### src/rtl/card_seq_pkg.sv
package card_seq_pkg;
  typedef enum logic [1:0] {
    ST_OFF  = 2'd0,
    ST_LIVE = 2'd1,
    ST_CLKD = 2'd2,
    ST_DATD = 2'd3
  } seq_st_e;

  localparam int NUM_PFLT = 4;
endpackage

### src/rtl/pres_debounce.sv
module pres_debounce #(
  parameter int DEB_CYC = 32000
) (
  input  logic clk_i,
  input  logic rst_ni,
  input  logic pres_n_i,
  output logic present_o
);
  localparam int CW = (DEB_CYC < 2) ? 1 : $clog2(DEB_CYC);
  localparam logic [CW-1:0] LAST = CW'(DEB_CYC - 1);

  logic [CW-1:0] cnt_q;
  logic          pres_q;

  always_ff @(posedge clk_i or negedge rst_ni) begin
    if (!rst_ni) begin
      cnt_q  <= '0;
      pres_q <= 1'b0;
    end else if (pres_n_i) begin
      cnt_q  <= '0;
      pres_q <= 1'b0;
    end else if (cnt_q == LAST) begin
      pres_q <= 1'b1;
    end else begin
      cnt_q <= cnt_q + 1'b1;
    end
  end

  assign present_o = pres_q;
endmodule

### src/rtl/fault_qual.sv
module fault_qual #(
  parameter int FLT_CYC = 50,
  parameter int NP      = 4
) (
  input  logic          clk_i,
  input  logic          rst_ni,
  input  logic          arm_i,
  input  logic [NP-1:0] pflt_i,
  input  logic          aflt_i,
  input  logic          nocard_i,
  output logic          fault_now_o,
  output logic          fault_o
);
  localparam int CW = (FLT_CYC < 2) ? 1 : $clog2(FLT_CYC);
  localparam logic [CW-1:0] LAST = CW'(FLT_CYC - 1);

  logic [NP-1:0] p_hit;
  logic          a_hit;
  logic          flt_q;

  // consecutive-cycle counters, one per persistent fault
  for (genvar g = 0; g < NP; g++) begin : g_pflt
    logic [CW-1:0] cnt_q;
    assign p_hit[g] = pflt_i[g] && (cnt_q == LAST);
    always_ff @(posedge clk_i or negedge rst_ni) begin
      if (!rst_ni)              cnt_q <= '0;
      else if (!arm_i)          cnt_q <= '0;
      else if (!pflt_i[g])      cnt_q <= '0;
      else if (!p_hit[g])       cnt_q <= cnt_q + 1'b1;
    end
  end

  // accumulating counter: low cycles hold the count
  logic [CW-1:0] acc_q;
  assign a_hit = aflt_i && (acc_q == LAST);
  always_ff @(posedge clk_i or negedge rst_ni) begin
    if (!rst_ni)              acc_q <= '0;
    else if (!arm_i)          acc_q <= '0;
    else if (aflt_i && !a_hit) acc_q <= acc_q + 1'b1;
  end

  assign fault_now_o = arm_i && ((|p_hit) || a_hit || nocard_i);

  always_ff @(posedge clk_i or negedge rst_ni) begin
    if (!rst_ni)          flt_q <= 1'b0;
    else if (!arm_i)      flt_q <= 1'b0;
    else if (fault_now_o) flt_q <= 1'b1;
  end

  assign fault_o = flt_q;
endmodule

### src/rtl/deact_fsm.sv
module deact_fsm
  import card_seq_pkg::*;
#(
  parameter int CLK_TO = 50,
  parameter int DAT_W  = 3
) (
  input  logic             clk_i,
  input  logic             rst_ni,
  input  logic             off_req_i,
  input  logic             trig_i,
  input  logic             vcc_rdy_i,
  input  logic             sync_mode_i,
  input  logic             clk_fall_i,
  input  logic             rst_req_i,
  input  logic             clk_src_i,
  input  logic [DAT_W-1:0] dat_i,
  output logic             vcc_en_o,
  output logic             card_rst_o,
  output logic             card_clk_o,
  output logic [DAT_W-1:0] card_dat_o
);
  localparam int TW = (CLK_TO < 2) ? 1 : $clog2(CLK_TO);
  localparam logic [TW-1:0] TLAST = TW'(CLK_TO - 1);

  seq_st_e       st_q, st_d;
  logic [TW-1:0] tmr_q;
  logic          sync_q;
  logic          hold_q;
  logic          clk_done;

  assign clk_done = (tmr_q == TLAST) || (!sync_q && clk_fall_i);

  always_comb begin
    st_d = st_q;
    unique case (st_q)
      ST_OFF:  if (!off_req_i && !trig_i) st_d = ST_LIVE;
      ST_LIVE: if (off_req_i || trig_i)   st_d = ST_CLKD;
      ST_CLKD: if (clk_done)              st_d = ST_DATD;
      default:                            st_d = ST_OFF;
    endcase
  end

  always_ff @(posedge clk_i or negedge rst_ni) begin
    if (!rst_ni) begin
      st_q   <= ST_OFF;
      tmr_q  <= '0;
      sync_q <= 1'b0;
      hold_q <= 1'b0;
    end else begin
      st_q <= st_d;
      if (st_q == ST_LIVE) begin
        sync_q <= sync_mode_i;
        hold_q <= card_clk_o;
        tmr_q  <= '0;
      end else if (st_q == ST_CLKD && !clk_done) begin
        tmr_q <= tmr_q + 1'b1;
      end
    end
  end

  always_comb begin
    vcc_en_o   = 1'b0;
    card_rst_o = 1'b0;
    card_clk_o = 1'b0;
    card_dat_o = '0;
    unique case (st_q)
      ST_LIVE: begin
        vcc_en_o   = 1'b1;
        card_rst_o = rst_req_i & vcc_rdy_i;
        card_clk_o = clk_src_i & vcc_rdy_i;
        card_dat_o = dat_i & {DAT_W{vcc_rdy_i}};
      end
      ST_CLKD: begin
        vcc_en_o   = 1'b1;
        card_clk_o = (sync_q ? hold_q : clk_src_i) & vcc_rdy_i;
        card_dat_o = dat_i & {DAT_W{vcc_rdy_i}};
      end
      ST_DATD: vcc_en_o = 1'b1;
      default: ;
    endcase
  end
endmodule

### src/rtl/card_deact_seq.sv
module card_deact_seq
  import card_seq_pkg::*;
#(
  parameter int DEB_CYC = 32000,
  parameter int FLT_CYC = 50,
  parameter int CLK_TO  = 50,
  parameter int DAT_W   = 3
) (
  input  logic             clk_i,
  input  logic             rst_ni,
  input  logic [1:0]       vcc_sel_i,
  input  logic             pres_n_i,
  input  logic             flt_uv_i,
  input  logic             flt_oc_i,
  input  logic             flt_ot_i,
  input  logic             flt_rst_i,
  input  logic             flt_clk_i,
  input  logic             vcc_rdy_i,
  input  logic             sync_mode_i,
  input  logic             clk_fall_i,
  input  logic             rst_req_i,
  input  logic             clk_src_i,
  input  logic [DAT_W-1:0] dat_i,
  output logic             vcc_en_o,
  output logic             card_rst_o,
  output logic             card_clk_o,
  output logic [DAT_W-1:0] card_dat_o,
  output logic             fault_o,
  output logic             present_o
);
  logic                off_req;
  logic                present;
  logic                fault_now;
  logic                fault_q;
  logic [NUM_PFLT-1:0] pflt;

  assign off_req = (vcc_sel_i == 2'b00);
  assign pflt    = {flt_rst_i, flt_ot_i, flt_oc_i, flt_uv_i};

  pres_debounce #(.DEB_CYC(DEB_CYC)) u_deb (
    .clk_i     (clk_i),
    .rst_ni    (rst_ni),
    .pres_n_i  (pres_n_i),
    .present_o (present)
  );

  fault_qual #(.FLT_CYC(FLT_CYC), .NP(NUM_PFLT)) u_flt (
    .clk_i       (clk_i),
    .rst_ni      (rst_ni),
    .arm_i       (!off_req),
    .pflt_i      (pflt),
    .aflt_i      (flt_clk_i),
    .nocard_i    (pres_n_i | !present),
    .fault_now_o (fault_now),
    .fault_o     (fault_q)
  );

  deact_fsm #(.CLK_TO(CLK_TO), .DAT_W(DAT_W)) u_fsm (
    .clk_i       (clk_i),
    .rst_ni      (rst_ni),
    .off_req_i   (off_req),
    .trig_i      (fault_now | fault_q),
    .vcc_rdy_i   (vcc_rdy_i),
    .sync_mode_i (sync_mode_i),
    .clk_fall_i  (clk_fall_i),
    .rst_req_i   (rst_req_i),
    .clk_src_i   (clk_src_i),
    .dat_i       (dat_i),
    .vcc_en_o    (vcc_en_o),
    .card_rst_o  (card_rst_o),
    .card_clk_o  (card_clk_o),
    .card_dat_o  (card_dat_o)
  );

  assign fault_o   = fault_q;
  assign present_o = present;
endmodule

### config.mk
export PLATFORM = sky130hd
export DESIGN_NAME = card_deact_seq
export DESIGN_NICKNAME = d
export VERILOG_FILES = /design/src/rtl/card_seq_pkg.sv /design/src/rtl/pres_debounce.sv /design/src/rtl/fault_qual.sv /design/src/rtl/deact_fsm.sv /design/src/rtl/card_deact_seq.sv
export SDC_FILE = /design/constraint.sdc
export NUM_CORES = 1
export LEC_CHECK = 0
export BUFFER_PORTS_ARGS = -buffer_cell sky130_fd_sc_hd__buf_2
export CORE_UTILIZATION = 59
export DETAILED_ROUTE_END_ITERATION = 8
export PLACE_DENSITY_LB_ADDON = 0.25
export SLEW_MARGIN = 20
export SYNTH_ARGS = -nofsm -noshare
export SYNTH_HDL_FRONTEND = slang
export SYNTH_SLANG_ARGS = --single-unit
export TNS_END_PERCENT = 5
### constraint.sdc
create_clock -name clk_i -period 3 [get_ports clk_i]
set_clock_uncertainty 0.2 [all_clocks]
set_input_delay 0.15 -clock clk_i [delete_from_list [all_inputs] [get_ports clk_i]]
set_output_delay 0.15 -clock clk_i [all_outputs]
set_load 0.005 [all_outputs]
==> impl_metrics.ini <==
[status]
status = finished clean

[sta]
setup_viol = 0
period_share = 0.774
drv_slew = 0
tightest_slew_ns = 0.671
max_freq_mhz = 431
hold_viol = 0
slew_headroom = 0.553
period_needed_ns = 2.32
rsz0062_at_grt = no
fin_tns_setup_ns = 0
holdWs_ns = 0.0128

[drt]
antenna_left = 0
drt_pre_antenna_iters = 4
dr.first_iter.drc_count = 76
wl_per_cell_um = 13.3
routed_via_density = 5.43
drc = 0
wirelength_um = 5420
vias = 2216

[worst_setup_path]
start_kind = primary input
worstPathRequired_ns = 3.02
worst_path_dominant_cell_family = simple AND/OR/NAND/NOR gates
cpMaxStageDelayCell = dlygate4sd3_1
crit_chain = dlygate4sd3_1 -> buf_2 -> and4bb_1 -> nand3_2 -> nand4_2 -> or3_1 -> o311ai_2 -> mux2_1
max_stage_delay_ns = 0.53
arrival_ns = 2.35
path_class = in2reg
crit_path_end_kind = register
worst-path-buf-inv = 2
cp_max_fo = 4

[floorplan]
die_h_um = 73.4
io-pin-count = 26
num_rows = 25
core_area_sq_mm = 0.00482
die_w_um = 73.4
start_util = 0.624
die_area_sq_mm = 0.00539

[pwr]
pwr_density_cell_mw_per_mm2 = 624
seq_power_share = 0.424
peakVddDrop_mv = 0.472
p_clk_frac = 0.373
p_int_mw = 1.57
p_switching_mw = 0.626
combPwrFrac = 0.204
p_leak_nw = 1.67
swShare = 0.285

[synthesis]
yosysUniqueCellTypes = 40
yosysSeqAreaShare = 0.474
synth.avg_cell_area_sq_um = 10.2
ys.flop_type = dfrtp_1
async_reset_ff_frac = 1.00
synth_warnings = 0
syn_inst = 296
syn_area_sq_mm = 0.00301
ys_seq_elements = 57
synth_edf_count = 0
syn-num-nets = 332

[cells_and_area]
final_cell_mix = dfrtp_1 (57), nor2_1 (50), buf_2 (25)
final_cell_area_sq_mm = 0.00351
nets = 372
fin_cells = 408
final_common_cell = dfrtp_1
multi_input_area_sq_mm = 0.00151
antenna_cells = 0
fill_cells = 353
seqCellArea_sq_mm = 0.00143
fin_util = 0.729
syn_to_final_growth_pct = 16.9
drive_above_1_share = 0.158

[clock_tree]
insertion_delay_ns = 0.34
cts_sinks = 57
cts_max_path_buffers = 2
htreeDepth = 3
cts-resized-gates = 0
numCtsBuffers = 9
cts-root-buf = clkbuf_8
clkSlewWorstSetupHoldPaths_ns = 0.07
cts_tree = built

[global_routing]
antenna_found_initial = 0
globalRouteOverflowTotal = 0
grt_max_degree = 33
grt_pass1_vias = 2156
grt_pass1_wl_um = 9440
grt_use_total = 0.236

[place]
dp_hpwl_um = 3840
post_dp_cell_area_sq_mm = 0.00321
io_buffers = 25
placedCellCount = 385
gp_congestion = 0.787

[hold_path]
hold_path_class = in2reg

[job]
drv_cap = 0
==> what timing repair did <==
item	in CTS	in global routing
setup buffers	0	0
hold endpoints to repair	48	0
hold buffers	7	0
endpoints found under the setup margin	0	0
==> metrics by stage <==
stage          worst slack, ns  total power, mW
6_report                 0.678             2.19
5_1_grt                  0.561             2.32
4_1_cts                  0.685             2.22
3_5_place_dp             0.717             1.38
3_3_place_gp             0.788             1.36
2_1_floorplan            0.871             1.23
==> per-layer routing <==
layer / up-vias / global-route usage / share of wire
li1: 1095 / - / -
met1: 1068 / 0.292 / 0.48
met2: 43 / 0.378 / 0.47
met3: 10 / 0.0741 / 0.041
met4: 0 / 0.109 / 0.015
met5: - / 0 / 0
==> cells in the mapped netlist (2+ instances only) <==
| cell type | number | area share |
|---|---|---|
| or3_1 | 2 | 0.0042 |
| nand4_1 | 12 | 0.025 |
| nor2b_1 | 6 | 0.012 |
| nand2b_1 | 3 | 0.0062 |
| nand3_1 | 16 | 0.027 |
| a21oi_1 | 12 | 0.020 |
| xor2_1 | 23 | 0.067 |
| and4bb_1 | 2 | 0.0083 |
| mux2_2 | 3 | 0.011 |
| o21ai_0 | 5 | 0.0083 |
| and3_1 | 13 | 0.027 |
| nor2_1 | 50 | 0.062 |
| inv_1 | 13 | 0.016 |
| dfrtp_1 | 57 | 0.47 |
| nand3_2 | 3 | 0.010 |
| mux2i_1 | 6 | 0.020 |
| xnor2_1 | 11 | 0.032 |
| nand3b_1 | 8 | 0.020 |
| nand2_1 | 10 | 0.012 |
| clkbuf_1 | 4 | 0.0050 |
| ha_1 | 18 | 0.075 |
==> power groups by stage <==
| stage | Sequential, mW | Combinational, mW | Clock [mW] |
|---|---|---|---|
| after global placement | 0.935 | 0.423 | 0 |
| after CTS | 0.928 | 0.453 | 0.837 |
| after detailed placement | 0.939 | 0.443 | 0 |
| after floorplan | 0.920 | 0.312 | 0 |
| after global routing | 0.941 | 0.513 | 0.866 |
| final | 0.929 | 0.446 | 0.818 |
==> worst paths after layout <==
path                            slack, ns                startpoint  cells after the start                       end
worst min-delay path                 0.01                 flt_clk_i                      4            u_flt.acc_q[5]
worst min register to register       0.32              u_fsm.hold_q                      1              u_fsm.hold_q
worst max-delay path                 0.68                 flt_rst_i                      8             u_fsm.st_q[1]
min in group asynchronous            0.18                    rst_ni                      2  u_flt.g_pflt[0].cnt_q[5]
max in group asynchronous            1.70                    rst_ni                      3           u_deb.cnt_q[10]
worst max register to register       0.71  u_flt.g_pflt[2].cnt_q[0]                      6             u_fsm.st_q[1]
==> flip-flops by register name, indices dropped and copies added (netlist names) <==
name / cells
u_deb.cnt_q: 15
u_fsm.sync_q: 1
u_fsm.st_q: 2
u_flt.acc_q: 6
u_flt.g_pflt.cnt_q: 24
u_fsm.tmr_q: 6
u_fsm.hold_q: 1
u_deb.present_o: 1
u_flt.fault_o: 1
==> worst min-delay path, stage by stage <==
cell     delay, ns
buf_2         0.12
nand4_1       0.10
xor2_1        0.06
nor2_1        0.07
==> final cells by class <==
type | instances | share of cell area
sequential | 57 | 0.406
inverter | 13 | 0.0139
tap | 67 | 0.0239
clock buffer | 11 | 0.0431
timing repair buffer | 35 | 0.0620
multi-input combinational | 220 | 0.429
clock inverter | 5 | 0.0221
==> kinds of logic (layout without fill, tap and decap cells) <==
group                    count (synthesis)  in the layout  share of synthesized area
AND/OR/NAND/NOR                        135            135                      0.244
flip-flops                              57             57                      0.474
XOR/XNOR                                34             34                     0.0990
AO/OA/AOI/OAI                           23             23                     0.0483
buffers and inverters                   19             64                     0.0241
adder cells (fa/ha/maj)                 18             18                     0.0749
multiplexers                            10             10                     0.0350
Note: power is estimated with default switching activity, not from simulation.
